===== config.mk =====
export PLATFORM = sky130hd
export DESIGN_NAME = elink_group_aligner
export DESIGN_NICKNAME = d
export VERILOG_FILES = /design/src/rtl/ega_pkg.sv /design/src/rtl/ega_history.sv /design/src/rtl/ega_offset_match.sv /design/src/rtl/elink_group_aligner.sv
export SDC_FILE = /design/constraint.sdc
export NUM_CORES = 1
export LEC_CHECK = 0
export BUFFER_PORTS_ARGS = -buffer_cell sky130_fd_sc_hd__buf_2
export CAP_MARGIN = 20
export CORE_ASPECT_RATIO = 1.2
export CORE_MARGIN = 4
export CORE_UTILIZATION = 55
export DETAILED_ROUTE_END_ITERATION = 16
export PLACE_DENSITY = 0.78
export SLEW_MARGIN = 20
export SYNTH_ARGS = -nofsm -noshare
export SYNTH_HDL_FRONTEND = slang
export SYNTH_SLANG_ARGS = --single-unit
export TNS_END_PERCENT = 100

===== constraint.sdc =====
create_clock -name clk_i -period 2.71 [get_ports clk_i]
set_input_delay 0.271 -clock clk_i [delete_from_list [all_inputs] [get_ports clk_i]]
set_output_delay 0.271 -clock clk_i [all_outputs]
set_load 0.05 [all_outputs]

===== src/rtl/ega_pkg.sv =====
package ega_pkg;
   localparam int LANE_W = 8;
   localparam int WORD_W = 4;

   typedef enum logic [1:0] {
      RATE_80  = 2'b00,
      RATE_160 = 2'b01,
      RATE_320 = 2'b10,
      RATE_RSV = 2'b11
   } rate_e;

   function automatic logic [WORD_W-1:0] word_step(input logic [WORD_W-1:0] s);
      return {s[2:0], s[3] ^ s[2]};
   endfunction

   function automatic logic [LANE_W-1:0] lane_mask(input logic [1:0] rate);
      case (rate)
         RATE_80:  return 8'h03;
         RATE_160: return 8'h0F;
         default:  return 8'hFF;
      endcase
   endfunction

   function automatic logic [LANE_W-1:0] lane_word(input logic [1:0] rate,
                                                   input logic [WORD_W-1:0] w);
      case (rate)
         RATE_80:  return {6'b0, w[1:0]};
         RATE_160: return {4'b0, w};
         default:  return {w, w};
      endcase
   endfunction

   function automatic logic [LANE_W-1:0] lane_marker(input logic [1:0] rate);
      case (rate)
         RATE_80:  return 8'h02;
         RATE_160: return 8'h08;
         default:  return 8'h80;
      endcase
   endfunction
endpackage


===== src/rtl/ega_history.sv =====
module ega_history
   import ega_pkg::*;
#(
   parameter int DEPTH = 16
) (
   input  logic                           clk_i,
   input  logic                           rst_ni,
   input  logic                           adv_i,
   output logic [DEPTH-1:0][WORD_W-1:0]   words_o
);
   logic [WORD_W-1:0] hist_q [DEPTH];

   always_ff @(posedge clk_i) begin
      if (!rst_ni) begin
         hist_q[0] <= 4'b0001;
         for (int k = 1; k < DEPTH; k++) hist_q[k] <= '0;
      end else if (adv_i) begin
         hist_q[0] <= word_step(hist_q[0]);
         for (int k = 1; k < DEPTH; k++) hist_q[k] <= hist_q[k-1];
      end
   end

   for (genvar k = 0; k < DEPTH; k++) begin : g_out
      assign words_o[k] = hist_q[k];
   end
endmodule


===== src/rtl/ega_offset_match.sv =====
module ega_offset_match
   import ega_pkg::*;
#(
   parameter int NCH   = 3,
   parameter int DEPTH = 16,
   parameter int SHW   = 5
) (
   input  logic [NCH*LANE_W-1:0]          frame_i,
   input  logic [1:0]                     rate_i,
   input  logic [DEPTH-1:0][WORD_W-1:0]   words_i,
   output logic                           any_o,
   output logic [SHW-1:0]                 first_o
);
   logic [LANE_W-1:0] mask;
   logic              mark_ok;
   logic [DEPTH-1:0]  hit;

   assign mask    = lane_mask(rate_i);
   assign mark_ok = ((frame_i[LANE_W-1:0] ^ lane_marker(rate_i)) & mask) == '0;

   for (genvar k = 0; k < DEPTH; k++) begin : g_pos
      logic [NCH-1:1] lane_ok;
      for (genvar j = 1; j < NCH; j++) begin : g_lane
         assign lane_ok[j] =
            ((frame_i[j*LANE_W +: LANE_W] ^ lane_word(rate_i, words_i[k])) & mask) == '0;
      end
      assign hit[k] = mark_ok & (&lane_ok);
   end

   always_comb begin
      first_o = '1;
      for (int k = DEPTH-1; k >= 0; k--) begin
         if (hit[k]) first_o = SHW'(k);
      end
   end

   assign any_o = |hit;
endmodule


===== src/rtl/elink_group_aligner.sv =====
module elink_group_aligner
   import ega_pkg::*;
#(
   parameter int NCH       = 3,
   parameter int DEPTH     = 16,
   parameter int ALIGN_RUN = 16,
   localparam int SHW      = $clog2(DEPTH) + 1,
   localparam int VW       = NCH * LANE_W
) (
   input  logic            clk_i,
   input  logic            rst_ni,
   input  logic            frame_en_i,
   input  logic [1:0]      rate_sel_i,
   input  logic [VW-1:0]   frame_i,
   output logic            aligned_o,
   output logic [VW-1:0]   xor_mism_o,
   output logic [SHW-1:0]  shift_sug_o
);
   localparam int RUN_W = $clog2(ALIGN_RUN + 1);

   if (NCH < 2) begin : g_bad_nch
      $error("NCH must leave at least one LFSR channel beside the marker");
   end
   if (DEPTH < 2 || DEPTH > 64) begin : g_bad_depth
      $error("DEPTH must lie in 2..64");
   end
   if (ALIGN_RUN < 1) begin : g_bad_run
      $error("ALIGN_RUN must be positive");
   end

   logic [DEPTH-1:0][WORD_W-1:0] words;
   logic                         any_hit;
   logic [SHW-1:0]               first_hit;
   logic [VW-1:0]                mism_d;
   logic [RUN_W-1:0]             run_q;
   logic [LANE_W-1:0]            mask;

   ega_history #(.DEPTH(DEPTH)) u_hist (
      .clk_i   (clk_i),
      .rst_ni  (rst_ni),
      .adv_i   (frame_en_i),
      .words_o (words)
   );

   ega_offset_match #(.NCH(NCH), .DEPTH(DEPTH), .SHW(SHW)) u_match (
      .frame_i (frame_i),
      .rate_i  (rate_sel_i),
      .words_i (words),
      .any_o   (any_hit),
      .first_o (first_hit)
   );

   assign mask = lane_mask(rate_sel_i);

   for (genvar j = 0; j < NCH; j++) begin : g_mism
      if (j == 0) begin : g_marker
         assign mism_d[LANE_W-1:0] = (frame_i[LANE_W-1:0] ^ lane_marker(rate_sel_i)) & mask;
      end else begin : g_word
         assign mism_d[j*LANE_W +: LANE_W] =
            (frame_i[j*LANE_W +: LANE_W] ^ lane_word(rate_sel_i, words[0])) & mask;
      end
   end

   always_ff @(posedge clk_i) begin
      if (!rst_ni) begin
         run_q       <= '0;
         xor_mism_o  <= '0;
         shift_sug_o <= '1;
      end else if (frame_en_i) begin
         xor_mism_o  <= mism_d;
         shift_sug_o <= any_hit ? first_hit : '1;
         if (|mism_d)                           run_q <= '0;
         else if (run_q != RUN_W'(ALIGN_RUN))   run_q <= run_q + 1'b1;
      end
   end

   assign aligned_o = (run_q == RUN_W'(ALIGN_RUN));
endmodule


==> impl_metrics.yaml, run 1 <==
global_routing:
  grt_max_degree: 64
  grt_overflow: 0
  grt_pass1_vias: 5176
  grt_pass1_wl_um: 27000
  gr-usage-all-layers: 0.294
  antenna_found_initial: 0
hold_path:
  hold_path_depth: 3
  hold_path.class: "input pin to flip-flop"
  hp-start: "frame_i[0]"
  hold_end: "xor_mism_o[0]$_SDFFE_PN0P_"
placed_design:
  hpwl_um: 11700
  place_area_um2: 5900
  dp.cells: 852
  io_buffers: 58
  gp_congestion: 1.07
worst_setup_path:
  cpPeakStageDelay_ns: 0.49
  crit_path_top_delay_cell: "edfxtp_1"
  cp-start-kind: "flip-flop"
  r2r_cells: 10
  cp_data_arrival_time_ns: 2.74
  end_kind: "flip-flop"
  cp_max_fo: 7
  rr_startpoint: "u_hist.hist_q[0][8]$_SDFFCE_PN0P_"
  crit_type: "flip-flop to flip-flop"
  r2r_setup_slack_ns: 0.19
  worstPathCellList: "buf_4 > buf_4 > nor3_1 > a21oi_1 > o41ai_1 > nand3_1 > and2_0 > and4b_4 > a21oi_4 > a21oi_1"
  r2r_end: "shift_sug_o[1]$_SDFFE_PN1P_"
  crit_start: "u_hist.hist_q[0][8]$_SDFFCE_PN0P_"
  worstPathRequired_ns: 2.93
drt:
  drtIter0Drc: 741
  finalWirelength_um: 16800
  via_count: 5785
  drc: 0
  avgViaCountPerCell: 6.60
  drt-pass1-iter-count: 6
  drtAntennaViolNets: 0
  wl_per_cell_um: 19.2
floorplan:
  die_h_um: 117
  ios: 59
  die_area_um2: 11500
  rows: 39
  die_w_um: 98.6
  initial_core_util: 0.566
  core-area_um2: 9560
sta:
  drv_slew: 0
  whs_ns: 0.215
  min_period_over_period: 0.928
  worst_slew_pin_slew_ns: 0.642
  layout_min_cycle_time_ns: 2.52
  slew_headroom: 0.568
  finalHoldViolations: 0
  rsz0062_at_grt: "no"
  finClkSkew_ns: 0.00592
  fmax_mhz: 398
  setup_viol: 0
  setup_tns_ns: 0
cts:
  cts_max_level: 3
  cts_root_buf: "clkbuf_16"
  numClockSinks: 71
  clkSlewWorstSetupHoldPaths_ns: 0.06
  cts_tree: "yes"
  cts_buffers: 9
  clock_latency_ns: 0.34
  clockBufferDepth: 2
power:
  peakVddDrop_uv: 420
  p_leak_uw: 0.00260
  p_per_area_nw_per_um2: 493
yosys:
  synth_area_um2: 5420
  ys_warn_count: 0
  ys_ff_latch: 71
  async_flop_share: 0
  syn-instance-count: 707
  ys_seq_area_frac: 0.331
  synth_edf_count: 37
  ys.flop_type: "edfxtp_1"
  synth_cell_types: 55
  syn_nets: 738
  syn_avg_cell_area_um2: 7.66
finish:
  drive_gt1_frac: 0.178
  antenna_cells: 0
  nNetsFinal: 780
  final_core_util: 0.655
  instances_no_fill: 877
  layout_commonest_cell: "nor3_1"
  final_cell_mix: "nor3_1 (117), and3_1 (73), a21oi_1 (64), buf_2 (58), buf_4 (52)"
  final_cell_area_um2: 6260
  synthToLayoutAreaGrowth_pct: 15.6
run:
  drv_cap: 0
outcome:
  outcome: "finished, final reports clean"
## synthesized netlist by cell type (8+ instances only)
cell	count	area [µm²]
nand2_1	22	82.6
dfxtp_1	34	681
inv_1	18	67.6
and3_1	73	457
nand4_1	8	50.1
buf_1	10	37.5
nand3_1	13	65.1
o21ai_0	11	55.1
and2_1	43	269
a21oi_1	64	320
xnor2_1	17	149
nor2_1	24	90.1
nor3_1	117	586
clkbuf_1	49	184
nand2b_1	10	62.6
edfxtp_1	37	1110
buf_2	21	105
o22ai_1	40	250
nor4_1	9	56.3
## cell type report
class / instances / area [µm²]
inverters: 18 / 67.6
clock buffers: 12 / 268
clock inverters: 4 / 27.5
repair buffers: 112 / 721
multi-input cells: 537 / 3230
well taps: 123 / 154
fillers: 850 / 3300
flip-flops and latches: 71 / 1790
## what timing repair did
action / 4_1_cts / 5_1_grt
endpoints found under the hold margin: 0 / 0
setup endpoints to repair: 0 / 8
buffers inserted: 0 / 9
hold buffers: 0 / 0
gates resized for setup: 0 / 1
## worst max-delay path by stage
stage | endpoint | slack [ns] | depth (start not counted)
5_1_grt | shift_sug_o[0]$_SDFFE_PN1P_ | 0.005 | 8
2_1_floorplan | shift_sug_o[0]$_SDFFE_PN1P_ | 0.44 | 10
3_5_place_dp | shift_sug_o[1]$_SDFFE_PN1P_ | 0.13 | 8
4_1_cts | shift_sug_o[1]$_SDFFE_PN1P_ | 0.09 | 8
3_3_place_gp | shift_sug_o[0]$_SDFFE_PN1P_ | 0.23 | 10
6_report | shift_sug_o[1]$_SDFFE_PN1P_ | 0.19 | 10
## critical path, delay by kind of cell (launching register included)
kind / cells / cell delay, ns
buf+inv: 2 / 0.35
flops: 1 / 0.49
compound gates: 4 / 0.73
simple gates: 4 / 0.82
## registers in the layout, indices dropped and copies added (netlist names)
| name | count |
|---|---|
| u_hist.hist_q | 37 |
| run_q | 5 |
| shift_sug_o | 5 |
| xor_mism_o | 24 |
## per-stage QoR
| step | setup WS [ns] | total power (µW) |
|---|---|---|
| after floorplan | 0.441 | 1720 |
| after global placement | 0.226 | 1900 |
| after detailed placement | 0.129 | 1920 |
| after CTS | 0.0873 | 3070 |
| after global routing | 0.00518 | 3210 |
| final | 0.195 | 3080 |
## kinds of logic (layout without fill, tap and decap cells)
| logic type | count (synthesis) | in the layout | share of synthesized area |
|---|---|---|---|
| mux | 2 | 2 | 0.00370 |
| xor+xnor | 22 | 22 | 0.0356 |
| simple gates | 341 | 341 | 0.348 |
| flops | 71 | 71 | 0.331 |
| buf+inv | 99 | 146 | 0.0742 |
| compound gates | 170 | 170 | 0.203 |
| fa+ha+maj | 2 | 2 | 0.00462 |
## power by group
part	switching [µW]	internal, µW	total [µW]
registers	81.5	1200	1280
clock network	455	702	1160
logic	409	237	646
total	945	2140	3080
## per-layer routing
layer / vias to the layer above / GRT usage / routed length [µm]
li1: 2730 / - / -
met1: 2693 / 0.370 / 6750
met2: 296 / 0.486 / 7830
met3: 66 / 0.0657 / 1510
met4: 0 / 0.135 / 733
met5: - / 0 / 0
(Power assumes the default switching activity.)
==> run 2, diff against run 1 <==
==> constraint.sdc (replaced) <==
create_clock -name clk_i -period 3.07 [get_ports clk_i]
set_input_delay 0.614 -clock clk_i [delete_from_list [all_inputs] [get_ports clk_i]]
set_output_delay 0.614 -clock clk_i [all_outputs]
set_load 0.05 [all_outputs]
==> run 2 against run 1 <==
  * Register-to-register slack gained 0.12 ns
  * Clock power shrank 16%
  * Critical path depth shrank 1
  * Global-route usage grew 0.57 points
  * Maximum frequency shrank 8.8%
  * Largest cell class unchanged
  * Cell area shrank 1.8%
  * First-iteration DRC count shrank 13%
  * Setup slack gained 0.12 ns
  * Utilization shrank 1.2 points
  * Combinational power shrank 15%
  * Sequential power shrank 11%
==> impl_metrics.yaml, run 2 (same netlist as run 1, synthesis figures left out) <==
outcome:
  outcome: "finished, final reports clean"
floorplan:
  die_area_um2: 11500
  ios: 59
  rows: 39
  core-area_um2: 9560
  die_w_um: 98.6
  die_h_um: 117
  initial_core_util: 0.566
drt:
  finalWirelength_um: 17100
  avgViaCountPerCell: 6.57
  drc: 0
  drtAntennaViolNets: 0
  drtIter0Drc: 643
  via_count: 5704
  wl_per_cell_um: 19.7
  drt-pass1-iter-count: 6
cts:
  clock_latency_ns: 0.34
  cts_buffers: 9
  clockBufferDepth: 2
  cts_root_buf: "clkbuf_16"
  cts_hold_buf: 0
  cts_tree: "yes"
  clkSlewWorstSetupHoldPaths_ns: 0.06
  cts_resized: 0
  numClockSinks: 71
  cts_setup_buffers: 0
  cts_max_level: 3
worst_setup_path:
  cp_top_family: "compound AO/OA/AOI/OAI gates"
  crit_path_top_delay_cell: "edfxtp_1"
  cp-start-kind: "flip-flop"
  crit_buf_inv: 1
  worstPathRequired_ns: 3.30
  cp_max_fo: 16
  cp_data_arrival_time_ns: 2.99
  end_kind: "flip-flop"
  crit_type: "flip-flop to flip-flop"
  worstPathCellList: "nor3_1 > a21oi_1 > nor4_1 > buf_4 > a22oi_1 > a41oi_1 > a311oi_1 > o31ai_1 > a21oi_1"
  cpPeakStageDelay_ns: 0.69
  cp_common_cell: "a21oi_1"
sta:
  drv_slew: 0
  setup_tns_ns: 0
  fmax_mhz: 363
  slew_headroom: 0.509
  worst_slew_pin_slew_ns: 0.737
  rsz0062_at_grt: "no"
  setup_viol: 0
  layout_setup_ws_ns: 0.313
  finClkSkew_ns: 0.00631
  layout_min_cycle_time_ns: 2.76
  whs_ns: 0.477
  min_period_over_period: 0.898
  finalHoldViolations: 0
global_routing:
  grt_max_degree: 64
  antenna_found_initial: 0
  grt_overflow: 0
  grt_pass1_vias: 5245
  grt_pass1_wl_um: 27300
  gr-usage-all-layers: 0.300
finish:
  instances_no_fill: 868
  multiInputGateArea_um2: 3220
  synthToLayoutAreaGrowth_pct: 13.6
  layout_commonest_cell: "nor3_1"
  top_register: "u_hist.hist_q"
  seq_area_um2: 1790
  final_core_util: 0.643
  final_cell_mix: "nor3_1 (117), and3_1 (73), a21oi_1 (64), buf_2 (58), buf_4 (44)"
  largestRegisters: "u_hist.hist_q (37), xor_mism_o (24)"
  antenna_cells: 0
  drive_gt1_frac: 0.166
  largest_reg_flops: 37
  nFillCells: 862
  nNetsFinal: 771
power:
  power_switching_uw: 850
  pwr-share-clk: 0.364
  p_per_area_nw_per_um2: 432
  p_sw_frac: 0.320
  p_leak_uw: 0.00253
  peakVddDrop_uv: 508
  p_int_uw: 1810
  p_seq_frac: 0.429
  power_frac_comb: 0.207
placed_design:
  gp_congestion: 0.974
  io_buffers: 58
  dp.cells: 852
  hpwl_um: 12000
  place_ws_ns: 0.0898
run:
  drv_cap: 0
hold_path:
  hold_path.class: "flip-flop to flip-flop"
## run 2: cell count changes in the layout (fill, tap and decap cells not counted), sizes merged
| cell | previous run | this run |
|---|---|---|
| clkinv | 3 | 1 |
| buf | 112 | 103 |
| inv | 19 | 21 |
| clkbuf | 12 | 10 |
| clkinvlp | 0 | 2 |
## run 2: final timing paths
kind | cells after the start | endpoint | start | slack [ns]
worst max-delay path | 9 | shift_sug_o[0]$_SDFFE_PN1P_ | u_hist.hist_q[0][8]$_SDFFCE_PN0P_ | 0.31
worst min-delay path | 1 | xor_mism_o[1]$_SDFFE_PN0P_ | xor_mism_o[1]$_SDFFE_PN0P_ | 0.48
worst max register to register | 9 | shift_sug_o[0]$_SDFFE_PN1P_ | u_hist.hist_q[0][8]$_SDFFCE_PN0P_ | 0.31
worst min register to register | 1 | xor_mism_o[1]$_SDFFE_PN0P_ | xor_mism_o[1]$_SDFFE_PN0P_ | 0.48
## run 2: stage by stage
step | power, µW | instance area (µm²)
floorplan | 1520 | 5420
global placement | 1680 | 5880
detailed placement | 1700 | 5880
CTS | 2660 | 6150
global route | 2770 | 6150
finish | 2660 | 6150
## run 2: area by class of cell
| cell class | count | share of cell area |
|---|---|---|
| clock buffers | 10 | 0.0372 |
| clock inverters | 6 | 0.00712 |
| inverters | 18 | 0.0110 |
| multi-input cells | 537 | 0.524 |
| flip-flops and latches | 71 | 0.291 |
| well taps | 123 | 0.0250 |
| repair buffers | 103 | 0.104 |
## run 2: power groups by stage
stage / registers [µW] / clock network (µW) / logic (µW)
2_1_floorplan: 1180 / 0 / 338
3_3_place_gp: 1150 / 0 / 527
3_5_place_dp: 1160 / 0 / 540
4_1_cts: 1140 / 979 / 543
5_1_grt: 1150 / 1030 / 599
6_report: 1140 / 969 / 550
## run 2: routing by layer
metal / GRT usage / wire [µm] / up-vias
met3: 0.0484 / 1090 / 50
met5: 0 / 0 / -
li1: - / - / 2710
met4: 0.164 / 791 / 0
met2: 0.502 / 8120 / 250
met1: 0.372 / 7090 / 2694
